$ cat src/rtl/keypad_scan.sv
module keypad_scan #(
  parameter int ROWS            = 4,
  parameter int COLS            = 3,
  parameter int CODE_W          = 4,
  parameter int SETTLE_CYCLES   = 3,
  parameter int DEBOUNCE_CYCLES = 500000
) (
  input  logic              clk,
  input  logic              rst_n,
  input  logic [COLS-1:0]   col_n,
  output logic [ROWS-1:0]   row_n,
  output logic              key_valid,
  output logic [CODE_W-1:0] key_code
);
  localparam int RW = (ROWS > 1) ? $clog2(ROWS) : 1;
  localparam int CW = (COLS > 1) ? $clog2(COLS) : 1;
  localparam int SW = $clog2(SETTLE_CYCLES + 1);
  localparam int DW = $clog2(DEBOUNCE_CYCLES + 1);

  typedef enum logic [1:0] {S_SCAN, S_DEB, S_HELD} state_t;

  state_t            state;
  logic [COLS-1:0]   col_m, col_s;
  logic [RW-1:0]     row_q;
  logic [CW-1:0]     cand_c, hit_c;
  logic [SW-1:0]     st_cnt;
  logic [DW-1:0]     db_cnt;
  logic              any_low, settled, db_done;

  assign row_n   = ~(ROWS'(1) << row_q);
  assign any_low = ~&col_s;
  assign settled = (st_cnt == SW'(SETTLE_CYCLES - 1));
  assign db_done = (db_cnt == DW'(DEBOUNCE_CYCLES - 1));

  always_comb begin
    hit_c = '0;
    for (int i = COLS - 1; i >= 0; i--)
      if (!col_s[i]) hit_c = CW'(i);
  end

  always_ff @(posedge clk or negedge rst_n) begin
    if (!rst_n) begin
      col_m <= '1;
      col_s <= '1;
    end else begin
      col_m <= col_n;
      col_s <= col_m;
    end
  end

  always_ff @(posedge clk or negedge rst_n) begin
    if (!rst_n) begin
      state     <= S_SCAN;
      row_q     <= '0;
      cand_c    <= '0;
      st_cnt    <= '0;
      db_cnt    <= '0;
      key_valid <= 1'b0;
      key_code  <= '0;
    end else begin
      key_valid <= 1'b0;
      case (state)
        S_SCAN: begin
          if (settled) begin
            st_cnt <= '0;
            if (any_low) begin
              cand_c <= hit_c;
              db_cnt <= '0;
              state  <= S_DEB;
            end else begin
              row_q <= (row_q == RW'(ROWS - 1)) ? '0 : row_q + 1'b1;
            end
          end else begin
            st_cnt <= st_cnt + 1'b1;
          end
        end
        S_DEB: begin
          if (col_s[cand_c]) begin
            st_cnt <= '0;
            state  <= S_SCAN;
          end else if (db_done) begin
            key_valid <= 1'b1;
            key_code  <= CODE_W'((int'(cand_c) + 1) + COLS * (int'(row_q) + 1) - COLS);
            db_cnt    <= '0;
            state     <= S_HELD;
          end else begin
            db_cnt <= db_cnt + 1'b1;
          end
        end
        S_HELD: begin
          if (any_low) begin
            db_cnt <= '0;
          end else if (db_done) begin
            db_cnt <= '0;
            st_cnt <= '0;
            state  <= S_SCAN;
          end else begin
            db_cnt <= db_cnt + 1'b1;
          end
        end
        default: state <= S_SCAN;
      endcase
    end
  end

  AST_CODE_RANGE: assert property (@(posedge clk) disable iff (!rst_n)
    key_valid |-> (key_code >= CODE_W'(1) && key_code <= CODE_W'(ROWS * COLS)));

  AST_REPORT_CLOSED: assert property (@(posedge clk) disable iff (!rst_n)
    key_valid |-> !$past(col_s[cand_c]));

  AST_SINGLE_PULSE: assert property (@(posedge clk) disable iff (!rst_n)
    key_valid |=> !key_valid);

  AST_ROW_FROZEN: assert property (@(posedge clk) disable iff (!rst_n)
    (state != S_SCAN) |=> $stable(row_n));

  AST_ONE_ROW: assert property (@(posedge clk) disable iff (!rst_n)
    $countones(row_n) == ROWS - 1);
endmodule

$ cat config.mk
export PLATFORM = sky130hd
export DESIGN_NAME = keypad_scan
export DESIGN_NICKNAME = d
export VERILOG_FILES = /design/src/rtl/keypad_scan.sv
export SDC_FILE = /design/constraint.sdc
export NUM_CORES = 1
export LEC_CHECK = 0
export BUFFER_PORTS_ARGS = -buffer_cell sky130_fd_sc_hd__clkbuf_2
export CAP_MARGIN = 20
export CORE_MARGIN = 5
export CORE_UTILIZATION = 54
export DETAILED_ROUTE_END_ITERATION = 8
export PLACE_DENSITY = 0.76
export SETUP_SLACK_MARGIN = 0.05
export SYNTH_ARGS = -nofsm -noshare
export SYNTH_HDL_FRONTEND = slang
export SYNTH_SLANG_ARGS = --single-unit
$ cat constraint.sdc
create_clock -name clk -period 2.2 [get_ports clk]
set_input_delay 0.44 -clock clk [delete_from_list [all_inputs] [get_ports clk]]
set_output_delay 0.44 -clock clk [all_outputs]
set_load 0.01 [all_outputs]
Word level (Yosys, flattened, before mapping)
Cells that the tools add are included.
{ "totals": {"out_inout_bits": 9, "input_bits": 5, "wordCells": 68, "regBits": 38} }
{ "op_classes": {"n_addsub": 7, "n_bitwise": 3, "muxes": 25, "n_lt_le_gt_ge": 1, "reduce_logical": 9, "n_eq_ne": 12, "n_shift": 1, "n_mul": 1} }
{ "ops": {"columns": ["cell", "n"], "rows": [
  ["$mux W19", 5],
  ["$pmux W19 S3", 1],
  ["$mux W2", 12],
  ["$add A19 B1 Y19 const B", 1],
  ["$eq A19 B19 Y1 const B", 1],
  ["$ne A2 B2 Y1 const B", 6],
  ["$pmux W2 S3", 2],
  ["$reduce_and A5 Y1", 2],
  ["$reduce_and A3 Y1", 3],
  ["$reduce_and A4 Y1", 2],
  ["$add A2 B1 Y3 const B", 2],
  ["$eq A2 B2 Y1 const B", 3],
  ["$add A2 B1 Y2 const B", 2],
  ["$add A3 B4 Y4", 1],
  ["$mul A2 B3 Y4 const A", 1],
  ["$mux W1", 4],
  ["$not A4 Y4", 1],
  ["$shl A1 B2 Y4 const A", 1],
  ["$sub A4 B2 Y4 const B", 1],
  ["$lt A2 B3 Y1 const B", 1],
  ["$ne A3 B3 Y1 const B", 1],
  ["$reduce_bool A3 Y1", 1],
  ["$bmux W1 S2", 1],
  ["$eq A2 B1 Y1 const B", 1],
  ["2 further kinds", 3]
]} }

Longest topological paths before layout
{ "logic_depth": {"ltp_word": 4, "mapped_depth": 9, "mapped_depth_nobuf": 8} }

Worst setup path before layout
OpenSTA, ideal clock, no wires.
{ "synth_path": {"kind": "register to register", "start": "register row_q[0]", "end": "register key_code[2]", "setup_time_ns": 0.125, "n_path_buf": 0, "arrival_ns": 1.898, "period_less_slack_ns": 2.023, "t_required_ns": 2.075, "path_stages_with_launch": 8, "setup_slack_ns": 0.177, "path_cell_list": "dfrtp_1 -> inv_1 -> ha_1 -> xor2_1 -> inv_1 -> fa_1 -> xnor2_1 -> mux2_2"} }
{ "synth_via": {"elab_chain_len": 4} }
{ "synth_lines": {"columns": ["item", "line", "text"], "rows": [
  ["from (decl)", "24", "logic [RW-1:0] row_q;"],
  ["from (signal assigned)", "71", "row_q <= (row_q == RW'(ROWS - 1)) ? '0 : row_q + 1'b1;"],
  ["$add A2 B1 Y3", "83", "key_code <= CODE_W'((int'(cand_c) + 1) + COLS * (int'(row_q) + 1) - COLS);"],
  ["$mul A2 B3 Y4", "83", null],
  ["$add A3 B4 Y4", "83", null],
  ["$sub A4 B2 Y4", "83", null],
  ["to (signal assigned)", "83", null],
  ["to (decl)", "13", "output logic [CODE_W-1:0] key_code"]
]} }
No other way between the ends.
A chain may end at the register's enable or synchronous reset.

Worst setup path in the final report
{ "layout_path": {"start": "register state[1]", "end": "register db_cnt[6]"} }
{ "layout_via": {"elab_chain_len": 3, "elab_cells_between_ends": 9, "cone_classes": "eq/ne (5); mux (1); reduce/logical (3)"} }
{ "layout_lines": {"columns": ["item", "line", "text"], "rows": [
  ["from (decl)", "22", "state_t state;"],
  ["from (signal assigned)", "53", "state <= S_SCAN;"],
  ["from (signal assigned)", "69", "state <= S_DEB;"],
  ["from (signal assigned)", "80", "state <= S_SCAN;"],
  ["$eq A2 B1 Y1, or another cell as far along", "62", "case (state)"],
  ["$ne A2 B2 Y1 (no source line) or $reduce_bool A3 Y1 (tied branches)", null, null],
  ["$reduce_and A4 Y1 (no source line)", null, null],
  ["to (signal assigned)", "87", "db_cnt <= db_cnt + 1'b1;"],
  ["to (signal assigned)", "98", "db_cnt <= db_cnt + 1'b1;"],
  ["to (decl)", "27", "logic [DW-1:0] db_cnt;"]
]} }
Several ways; a longest one is shown, not always the timed one.

==> impl_metrics.tcl <==
set metrics [dict create \
    status "completed" \
    synth_top_area_cell "dfrtp_1" \
    clk_latency_ns 0.29 \
    hp-class "in2async" \
    critPathLaunch "state[1]$_DFFE_PN0P_" \
    drive_gt1_frac 0.3023 \
    fin_tns_setup_ns 0 \
    cts_tree "yes" \
    synth.distinct_cells 48 \
    ff2ff_setup_slack_ns 0.13 \
    power_uw 2863 \
    crit_required_ns 2.41 \
    synth_edf_count 0 \
    yosysSeqAreaShare 0.4284 \
    grt_max_degree 39 \
    ys_ff_latch 38 \
    r2r-start "state[1]$_DFFE_PN0P_" \
    num_vias 1768 \
    worstPathCellList "inv_2 > ha_1 > nor2b_1 > a221oi_2 > nand2b_1 > buf_4 > or4_1 > o211ai_1" \
    r2r_cells 8 \
    async_reset_ff_frac 1.000 \
    cts-buffers-inserted 5 \
    die_h_um 74.37 \
    r2r_end "db_cnt[6]$_DFFE_PN0P_" \
    dp.cells 295 \
    dieArea_mm2 0.005530 \
    tightest_slew_ns 0.4897 \
    antenna_left 0 \
    coreArea_mm2 0.004000 \
    clock_skew_ns 0.003324 \
    finalCriticalPeriod_ns 2.068 \
    slew_headroom 0.6732 \
    setup_viol 0 \
    grt_pass1_vias 1679 \
    cp-endpoint "db_cnt[6]$_DFFE_PN0P_" \
    diodes 0 \
    crit_family "simple AND/OR/NAND/NOR gates" \
    place_area_mm2 0.002432 \
    antenna_found_initial 0 \
    synthCells 223 \
    criticalPathCategory "reg2reg" \
    yosysWarnings 0 \
    grt_pass1_wl_um 7603 \
    yosysMostFrequentCell "dfrtp_1" \
    dp_hpwl_um 3076 \
    cts.htree.levels 2 \
    finalHoldViolations 0 \
    cp.depth 8 \
    fmax_mhz 483.5 \
    rsz0062_at_grt "false" \
    clock-root-buffer "clkbuf_8" \
    p_leak_uw 0.001229 \
    ys_top_cells_by_area "dfrtp_1, ha_1, dfstp_2, a22o_1, mux2_2" \
    synth_commonest_cells "dfrtp_1, nor2_1, inv_1" \
    maxCapViolations 0 \
    post_drt_wl_per_cell_um 14.34 \
    cts.reportedPaths.clkPinSlew_ns 0.08 \
    synth_top_cell_area_share 0.3579 \
    critPathMaxFanout 6 \
    syn_to_final_growth_pct 18.96 \
    finalNonFillerCells 308 \
    cpPeakStageDelay_ns 0.47 \
    power.density_mw_per_mm2 1076 \
    worstSetupStartpointType "register" \
    fin_crit_sh 0.9401 \
    drtIter0Drc 118 \
    design_area_mm2 0.002661 \
    hold_ws_ns 0.1858 \
    end_kind "register" \
    synth_nets 242 \
    final_nets 276 \
    routed_wl_um 4418 \
    avgViaCountPerCell 5.740 \
    cts_sinks 38 \
    io_pins 14 \
    start_util 0.5593 \
    cp.arrival_ns 2.28 \
    io_buffer_count 13 \
    crit_path_top_delay_cell "or4_1" \
    place.gp.congestion 0.8413 \
    clock_path_buffers 2 \
    drc 0 \
    crit_buf_inv 2 \
    firstDrtPassIters 4 \
    gr-total-overflow 0 \
    slew_violations 0 \
    rows 23 \
    grt_usage 0.1767 \
    avgSynthCellArea_um2 10.03 \
    peakVddDrop_v 0.0008754 \
    synth-main-ff-cell "dfrtp_1" \
    dieWidth_um 74.37 \
    syn_area_mm2 0.002237 \
]
## per-layer routing
metal  global-route usage  share of wire  vias up
met5                    0              0        -
li1                     -              -      873
met2               0.2771           0.47       51
met1               0.2397           0.46      836
met4              0.06126          0.015        0
met3              0.04324          0.051        8
## per-stage QoR
step	util	worst slack, ns
floorplan	-	0.1774
global placement	0.6081	0.1103
detailed placement	0.6081	0.04175
CTS	0.6390	0.06813
global route	0.6653	0.04721
finish	0.6653	0.1317
## cells by family (layout without fill, tap and decap cells)
group	Yosys count	in the layout	synth area share
AOI/OAI and AO/OA	48	48	0.1572
xor gates and xnor gates	3	3	0.01175
adders and majority gates	14	14	0.08166
buffers and inverters	24	59	0.05033
DFF	38	38	0.4284
muxes	12	12	0.05929
and+or+nand+nor	84	84	0.2114
## flip-flops by register name (all words and copies together), names as in the netlist
| name | count |
|---|---|
| key_valid | 1 |
| key_code | 4 |
| col_m | 3 |
| state | 2 |
| col_s | 3 |
| cand_c | 2 |
| row_q | 2 |
| db_cnt | 19 |
| st_cnt | 2 |
## what timing repair did
item                       4_1_cts  5_1_grt
setup endpoints to repair       12       13
gates resized for setup          2       11
pin swaps                        0        3
hold endpoints to repair         0        0
hold buffers                     0        0
setup buffers                    0        5
## cell type report
type                    instances  area, µm²
inverters                      18      67.56
clock inverters                 3      45.04
flip-flops and latches         38      958.4
clock buffers                   5      68.82
fillers                       305       1339
repair buffers                 33      219.0
well taps                      50      62.56
multi-input cells             161       1240
## cell usage in the layout, fill, tap and decap left out, types with 5 or more instances in the layout
cell type	count
nor2_1	20
mux2_2	8
dfstp_2	6
ha_1	11
clkbuf_2	13
inv_1	15
buf_4	19
o21ai_0	15
a31o_2	5
nor3_1	6
a22o_1	12
nand4_1	5
nand2_1	13
clkbuf_8	5
dfrtp_1	32
nor2b_1	8
nand3_1	8
## how the worst min path moves through the flow
| stage | endpoint | slack, ns | depth (start not counted) |
|---|---|---|---|
| 6_report | state[0]$_DFFE_PN0P_ | 0.19 | 2 |
| 5_1_grt | col_m[0]$_DFF_PN1_ | 0.21 | 1 |
| 4_1_cts | state[0]$_DFFE_PN0P_ | 0.20 | 2 |
| 3_5_place_dp | col_s[2]$_DFF_PN1_ | 0.35 | 0 |
| 3_3_place_gp | col_s[0]$_DFF_PN1_ | 0.35 | 0 |
| 2_1_floorplan | cand_c[0]$_DFFE_PN0P_ | 0.14 | 0 |
## where the power goes
part / total, µW / leakage, µW / internal, µW / switching (µW)
Clock: 594 / 0.0000504 / 337 / 257
Combinational: 1410 / 0.000677 / 674 / 738
Sequential: 857 / 0.000501 / 783 / 73.6
Total: 2860 / 0.00123 / 1790 / 1070
Note: power is estimated with default switching activity, not from simulation.
